`config.mk`:
```
export PLATFORM = sky130hd
export DESIGN_NAME = stby_rail_ctrl
export DESIGN_NICKNAME = d
export VERILOG_FILES = /design/src/rtl/stby_rail_pkg.sv /design/src/rtl/ms_window_cnt.sv /design/src/rtl/stby_seq_fsm.sv /design/src/rtl/stby_rail_ctrl.sv
export SDC_FILE = /design/constraint.sdc
export NUM_CORES = 1
export LEC_CHECK = 0
export BUFFER_PORTS_ARGS = -buffer_cell sky130_fd_sc_hd__buf_2
export CAP_MARGIN = 20
export CORE_UTILIZATION = 40
export DETAILED_ROUTE_END_ITERATION = 8
export GPL_ROUTABILITY_DRIVEN = 0
export PLACE_DENSITY = 0.7
export SLEW_MARGIN = 20
export SYNTH_ARGS = -nofsm -noshare
export SYNTH_HDL_FRONTEND = slang
export SYNTH_SLANG_ARGS = --single-unit
```
`constraint.sdc`:
```
create_clock -name clk -period 3 [get_ports clk]
set_input_delay 0.15 -clock clk [delete_from_list [all_inputs] [get_ports clk]]
set_output_delay 0.15 -clock clk [all_outputs]
set_load 0.01 [all_outputs]
```
`src/rtl/stby_rail_pkg.sv`:
```
package stby_rail_pkg;

    typedef enum logic [1:0] {
        ST_OFF      = 2'd0,
        ST_RAMP_UP  = 2'd1,
        ST_STANDBY  = 2'd2,
        ST_SHUTDOWN = 2'd3
    } pwr_state_e;

endpackage

```
`src/rtl/ms_window_cnt.sv`:
```
module ms_window_cnt #(
    parameter int LIMIT = 50
) (
    input  logic clk,
    input  logic rst_n,
    input  logic clr,
    input  logic adv,
    output logic last
);
    localparam int CW = $clog2(LIMIT + 1);

    logic [CW-1:0] cnt_q;

    assign last = (cnt_q == CW'(LIMIT - 1));

    always_ff @(posedge clk or negedge rst_n) begin
        if (!rst_n) begin
            cnt_q <= '0;
        end else if (clr) begin
            cnt_q <= '0;
        end else if (adv && !last) begin
            cnt_q <= cnt_q + 1'b1;
        end
    end

    AST_CNT_BOUND: assert property (@(posedge clk) disable iff (!rst_n)
        cnt_q <= CW'(LIMIT - 1));

endmodule

```
`src/rtl/stby_seq_fsm.sv`:
```
module stby_seq_fsm
    import stby_rail_pkg::*;
(
    input  logic       clk,
    input  logic       rst_n,
    input  logic       tick,
    input  logic       pwr_up_req,
    input  logic       force_off,
    input  logic       core_all_pg,
    input  logic       sus_deasserted,
    input  logic       dw_pwr_ok,
    input  logic       rsm_pg,
    input  logic       sus_last,
    input  logic       off_last,
    output logic       sus_clr,
    output logic       sus_adv,
    output logic       off_clr,
    output logic       off_adv,
    output logic       rail_en,
    output logic       rsm_rst_n,
    output logic [1:0] state,
    output logic       off_timeout
);
    pwr_state_e state_q, state_d;
    logic       sub_q, sub_d;
    logic       accept, to_set;
    logic       rail_q, rsm_q, to_q;

    // Window counters run only in the waiting phase of their state
    assign sus_clr = !(state_q == ST_RAMP_UP && sub_q);
    assign sus_adv = (state_q == ST_RAMP_UP) && sub_q && tick && !sus_deasserted;
    assign off_clr = !(state_q == ST_SHUTDOWN && sub_q);
    assign off_adv = (state_q == ST_SHUTDOWN) && sub_q && tick && dw_pwr_ok && rsm_pg;

    always_comb begin
        state_d = state_q;
        sub_d   = sub_q;
        accept  = 1'b0;
        to_set  = 1'b0;
        unique case (state_q)
            ST_OFF: begin
                if (force_off) begin
                    state_d = ST_SHUTDOWN;
                    sub_d   = 1'b0;
                end else if (pwr_up_req) begin
                    state_d = ST_RAMP_UP;
                    sub_d   = 1'b0;
                    accept  = 1'b1;
                end
            end
            ST_RAMP_UP: begin
                if (force_off) begin
                    state_d = ST_SHUTDOWN;
                    sub_d   = 1'b0;
                end else if (!sub_q) begin
                    if (core_all_pg) begin
                        sub_d = 1'b1;
                    end
                end else if (sus_deasserted) begin
                    state_d = ST_STANDBY;
                    sub_d   = 1'b0;
                end else if (tick && sus_last) begin
                    state_d = ST_SHUTDOWN;
                    sub_d   = 1'b0;
                end
            end
            ST_STANDBY: begin
                if (force_off || !sus_deasserted) begin
                    state_d = ST_SHUTDOWN;
                    sub_d   = 1'b0;
                end
            end
            ST_SHUTDOWN: begin
                if (!sub_q) begin
                    sub_d = 1'b1;
                end else if (tick) begin
                    if (!dw_pwr_ok || !rsm_pg) begin
                        state_d = ST_OFF;
                        sub_d   = 1'b0;
                    end else if (off_last) begin
                        state_d = ST_OFF;
                        sub_d   = 1'b0;
                        to_set  = 1'b1;
                    end
                end
            end
            default: begin
                state_d = ST_OFF;
                sub_d   = 1'b0;
            end
        endcase
    end

    always_ff @(posedge clk or negedge rst_n) begin
        if (!rst_n) begin
            state_q <= ST_OFF;
            sub_q   <= 1'b0;
        end else begin
            state_q <= state_d;
            sub_q   <= sub_d;
        end
    end

    always_ff @(posedge clk or negedge rst_n) begin
        if (!rst_n) begin
            rail_q <= 1'b0;
            rsm_q  <= 1'b0;
            to_q   <= 1'b0;
        end else begin
            if (accept) begin
                rail_q <= 1'b1;
            end else if (state_q == ST_SHUTDOWN && !sub_q) begin
                rail_q <= 1'b0;
            end
            if (accept) begin
                to_q <= 1'b0;
            end else if (to_set) begin
                to_q <= 1'b1;
            end
            rsm_q <= (state_q == ST_STANDBY) && (state_d == ST_STANDBY) && rsm_pg;
        end
    end

    assign rail_en     = rail_q;
    assign rsm_rst_n   = rsm_q;
    assign state       = state_q;
    assign off_timeout = to_q;

    AST_REQ_ACCEPT: assert property (@(posedge clk) disable iff (!rst_n)
        (state_q == ST_OFF && pwr_up_req && !force_off) |=> (state_q == ST_RAMP_UP && rail_q && !to_q));

    AST_S5_EXIT: assert property (@(posedge clk) disable iff (!rst_n)
        (state_q == ST_STANDBY && !sus_deasserted) |=> (state_q == ST_SHUTDOWN));

    AST_RAIL_ORDER: assert property (@(posedge clk) disable iff (!rst_n)
        $fell(rail_q) |-> (!rsm_q && $past(!rsm_q)));

    AST_TIMEOUT_EXIT: assert property (@(posedge clk) disable iff (!rst_n)
        $rose(to_q) |-> (state_q == ST_OFF && $past(state_q) == ST_SHUTDOWN));

    AST_RSM_ONLY_S5: assert property (@(posedge clk) disable iff (!rst_n)
        rsm_q |-> (state_q == ST_STANDBY));

    AST_FORCE_WINS: assert property (@(posedge clk) disable iff (!rst_n)
        (force_off && state_q != ST_SHUTDOWN) |=> (state_q == ST_SHUTDOWN));

endmodule

```
`src/rtl/stby_rail_ctrl.sv`:
```
module stby_rail_ctrl #(
    parameter int NUM_CORE_PG = 3,
    parameter int SUS_WAIT_MS = 250,
    parameter int OFF_WAIT_MS = 50
) (
    input  logic                   clk,
    input  logic                   rst_n,
    input  logic                   tick_1ms,
    input  logic                   pwr_up_req,
    input  logic                   force_off,
    input  logic [NUM_CORE_PG-1:0] core_pg,
    input  logic                   sus_deasserted,
    input  logic                   dw_pwr_ok,
    input  logic                   rsm_pg,
    output logic                   rail_en,
    output logic                   rsm_rst_n,
    output logic [1:0]             pwr_state,
    output logic                   off_timeout
);
    logic core_all_pg;
    logic sus_clr, sus_adv, sus_last;
    logic off_clr, off_adv, off_last;

    assign core_all_pg = &core_pg;

    ms_window_cnt #(.LIMIT(SUS_WAIT_MS)) u_sus_win (
        .clk   (clk),
        .rst_n (rst_n),
        .clr   (sus_clr),
        .adv   (sus_adv),
        .last  (sus_last)
    );

    ms_window_cnt #(.LIMIT(OFF_WAIT_MS)) u_off_win (
        .clk   (clk),
        .rst_n (rst_n),
        .clr   (off_clr),
        .adv   (off_adv),
        .last  (off_last)
    );

    stby_seq_fsm u_fsm (
        .clk            (clk),
        .rst_n          (rst_n),
        .tick           (tick_1ms),
        .pwr_up_req     (pwr_up_req),
        .force_off      (force_off),
        .core_all_pg    (core_all_pg),
        .sus_deasserted (sus_deasserted),
        .dw_pwr_ok      (dw_pwr_ok),
        .rsm_pg         (rsm_pg),
        .sus_last       (sus_last),
        .off_last       (off_last),
        .sus_clr        (sus_clr),
        .sus_adv        (sus_adv),
        .off_clr        (off_clr),
        .off_adv        (off_adv),
        .rail_en        (rail_en),
        .rsm_rst_n      (rsm_rst_n),
        .state          (pwr_state),
        .off_timeout    (off_timeout)
    );

endmodule

```
==> impl_summary.log <==
[metrics] post-synthesis instance total: between 100 and 150
[metrics] area share of xor/xnor cells in the synthesized design: 0.0551
[metrics] latest clock arrival within the worst-skew pair: approximately 310 ps
[metrics] distinct cell type count after synthesis: 35
[metrics] most frequent standard cell in the layout excluding fill and tap cells: dfrtp_1
[metrics] required time of the critical path: 3210 ps
[metrics] setup repair after global routing missed its margin: no
[metrics] area fraction of the dominant cell type after synthesis: 0.449
[metrics] vertical die dimension: between 50 and 60 µm
[metrics] CP startpoint kind: flip-flop
[metrics] count of instances resized after the clock tree is built: 0
[metrics] net count after synthesis: roughly 130
[metrics] setup TNS after final layout: 0 ps
[metrics] overall global routing resource usage: 0.163
[metrics] Crit. End Element: flip-flop
[metrics] wire per inst: 13.4 µm
[metrics] cell at the root of the clock tree: clkbuf_4
[metrics] clock sink total: 20
[metrics] clock-pin slew of the registers on the worst-case setup and hold paths: ~120 ps
[metrics] number of cell instances on the worst register-to-register path: 6
[metrics] Antenna Nets Post-Route: 0
[metrics] FF-to-FF setup slack: 1390 ps
[metrics] detailed-route vias per instance: ~5.5
[metrics] via total after detailed routing: 905
[metrics] r2r endpoint: u_fsm.sub_q
[metrics] Lkg Pwr: ~0.00055 µW
[metrics] Core ar.: 2540 µm²
[metrics] Slew headroom: 0.696
[metrics] arrival time at the worst endpoint: between 1500 and 2000 ps
[metrics] detailed placer's ending HPWL: between 1.5 and 2 mm
[metrics] number of buffers added by the clock tree synthesis step: 3
[metrics] dominant combinational cell family by area after synthesis: simple AND/OR/NAND/NOR gates
[metrics] number of global-route vias before repair: between 700 and 800
[metrics] number of buffers on the longest clock path: 2
[metrics] die footprint: about 3000 µm²
[metrics] TritonCTS clock tree: built
[metrics] initial antenna violation count: 0
[metrics] top area cells in the synthesized netlist: dfrtp_1 45%, ha_1 4.5%, nand2_1 4.4%
[metrics] Worst path max stage delay: ~420 ps
[metrics] worst-path cell chain: inv_1 -> ha_1 -> nor3b_2 -> and3_1 -> o211ai_2 -> a311o_1
[metrics] worst setup path startpoint: u_off_win.cnt_q[1]
[metrics] area added between synthesis and finish: 12.9%
[metrics] maximum fanout along the worst path: 4
[metrics] combined buffer and inverter count along the critical path: 1
[metrics] width of the die: approximately 55 µm
[metrics] routed wire length: ~2.2 mm
[metrics] outcome: complete, no violations
[metrics] commonest cells after routing, fill and taps aside: 20 x dfrtp_1, 15 x buf_2, 13 x nand2_1
[metrics] Finish-stage setup viols: 0
[metrics] worst min-delay path category: input port to flip-flop
[metrics] number of cell rows: 18
[metrics] fraction of the yosys area taken by sequential cells: 0.449
[metrics] # DRC: 0
[metrics] launch instance of the worst register-to-register path: u_off_win.cnt_q[1]
[metrics] critical path capture point: u_fsm.sub_q
[metrics] startpoint-to-endpoint class of the critical path: flip-flop to flip-flop
[metrics] simple-gate portion of the synthesized area: 0.280
[metrics] slew at the pin with the worst max-slew slack: between 400 and 500 ps
[metrics] power density of the placed cells: approximately 550 nW/µm²
[metrics] total of flip-flops plus latches after synthesis: 20
[metrics] Levels on crit path: 6
[metrics] share of post-route cells with drive strength above 1: 0.187
[metrics] proportion of synthesized area in mux cells: 0.0191
[metrics] initial core utilization: 0.438
[metrics] Avg Inst Size Synth: roughly 9.5 µm²
[metrics] pin count of the biggest net entering global routing: 21
[metrics] area of the mapped netlist: around 1100 µm²
[metrics] sum of overflow across all layers after global routing: 0
[metrics] final net count: 150
[metrics] upper clock frequency limit: a little over 600 MHz
[metrics] # Max-Cap Violations: 0
[metrics] filler cell count: about 240
[metrics] Pre-antenna DRT Iters: 4
[metrics] peak supply drop: between 0.0004 and 0.0005 V
[metrics] number of endpoints with negative hold slack in the final report: 0
[metrics] Detailed Route Iter0 Violations: 14
[metrics] Tcrit/Tclk final: 0.536
[metrics] final max-slew violation count: 0
[metrics] count of input and output buffers: 15
[metrics] deepest level of the CTS H-tree: 1
[metrics] adder-cell area share of the yosys netlist: 0.0449
[metrics] synthesized-area fraction occupied by ao, oa, aoi and oai cells: 0.131
[metrics] number of warnings issued by yosys: 0
[metrics] count of pins on the block boundary: 16
[metrics] Yosys top cell by area: dfrtp_1
[metrics] crit path max-delay cell type: dfrtp_1
[metrics] ant diodes: 0
[metrics] post-layout minimum cycle time: around 1600 ps
[metrics] kind of cell adding the most delay to the critical path: compound AO/OA/AOI/OAI gates
[metrics] hold slack final: ~130 ps
[metrics] first-pass GRT wire length: ~3.4 mm
[metrics] final worst clock skew: 12.6 ps
## cells by family (layout without fill, tap and decap cells)
kind of cell	count (synthesis)	count (layout)
xor gates and xnor gates	7	7
DFF	20	20
buffers and inverters	5	22
AOI/OAI and AO/OA	21	21
and+or+nand+nor	58	58
adders and majority gates	4	4
muxes	2	2
## registers in the layout (all words and copies together), names as in the netlist
register,count
u_sus_win.cnt_q,8
u_fsm.sub_q,1
u_fsm.rsm_rst_n,1
u_fsm.state,2
u_fsm.rail_en,1
u_fsm.off_timeout,1
u_off_win.cnt_q,6
## report_power, final
group / leakage, µW / switching, µW / internal [µW] / total (µW)
clock: 0.0000210 / 85.4 / 74.1 / 160
sequential: 0.000268 / 59.6 / 298 / 358
combinational: 0.000264 / 92.2 / 78.2 / 170
## Yosys cell counts
cell and instances:
a311oi_1 1, o21a_1 1, nor2b_1 1, nor3_1 5
a32o_1 1, and2_1 1, a311o_1 1, mux2_2 1
ha_1 4, o21ai_0 6, nand3_1 6, nand2b_1 1
o211ai_2 1, nand4_2 1, o31ai_2 1, or3_1 6
xnor2_1 3, and3_1 5, inv_1 2, buf_2 3
nor2_1 10, nor3b_2 1, and2b_1 1, xor2_1 4
a2bb2oi_1 1, a31oi_1 1, mux2i_1 1, nand2_1 13
nand4_1 4, nand3b_1 2, nor3_2 1, a211oi_1 1
a21oi_1 5, dfrtp_1 20, o21bai_1 1
## per-stage QoR
stage	util	total power, µW	setup WS [ps]	instances	cell area (µm²)
floorplan	-	478	1510	117	1110
global placement	0.476	526	1450	159	1210
detailed placement	0.476	532	1400	159	1210
CTS	0.494	696	1380	164	1260
global route	0.494	736	1300	164	1260
finish	0.494	688	1390	164	1260
## layout make-up
cell class	count	area, µm²	area share
clock buffer	4	36.3	0.0289
inverter	2	7.51	0.00597
multi-input combinational	92	591	0.470
sequential	20	500	0.398
tap	30	37.5	0.0299
timing repair buffer	16	85.1	0.0677
## metal layers
layer,track usage,part of all wire
met3,0.0667,0.045
met1,0.210,0.48
met2,0.245,0.47
met4,0.0513,0.0045
met5,0,0
## what timing repair did
item                                    in CTS  in global routing
buffers inserted                             0                  0
hold endpoints to repair                    20                  0
hold buffers                                 1                  0
endpoints found under the setup margin       0                  0
## worst min path at each step
| stage | end | depth (start not counted) | startpoint | slack [ps] |
|---|---|---|---|---|
| floorplan | u_fsm.off_timeout | 0 | rst_n | -150 |
| global placement | u_off_win.cnt_q[5] | 1 | rst_n | 130 |
| detailed placement | u_off_win.cnt_q[5] | 1 | rst_n | 130 |
| CTS | u_fsm.rsm_rst_n | 2 | rsm_pg | 120 |
| global route | u_fsm.rsm_rst_n | 2 | rsm_pg | 110 |
| finish | u_fsm.rsm_rst_n | 2 | rsm_pg | 130 |
(Power assumes the default switching activity.)
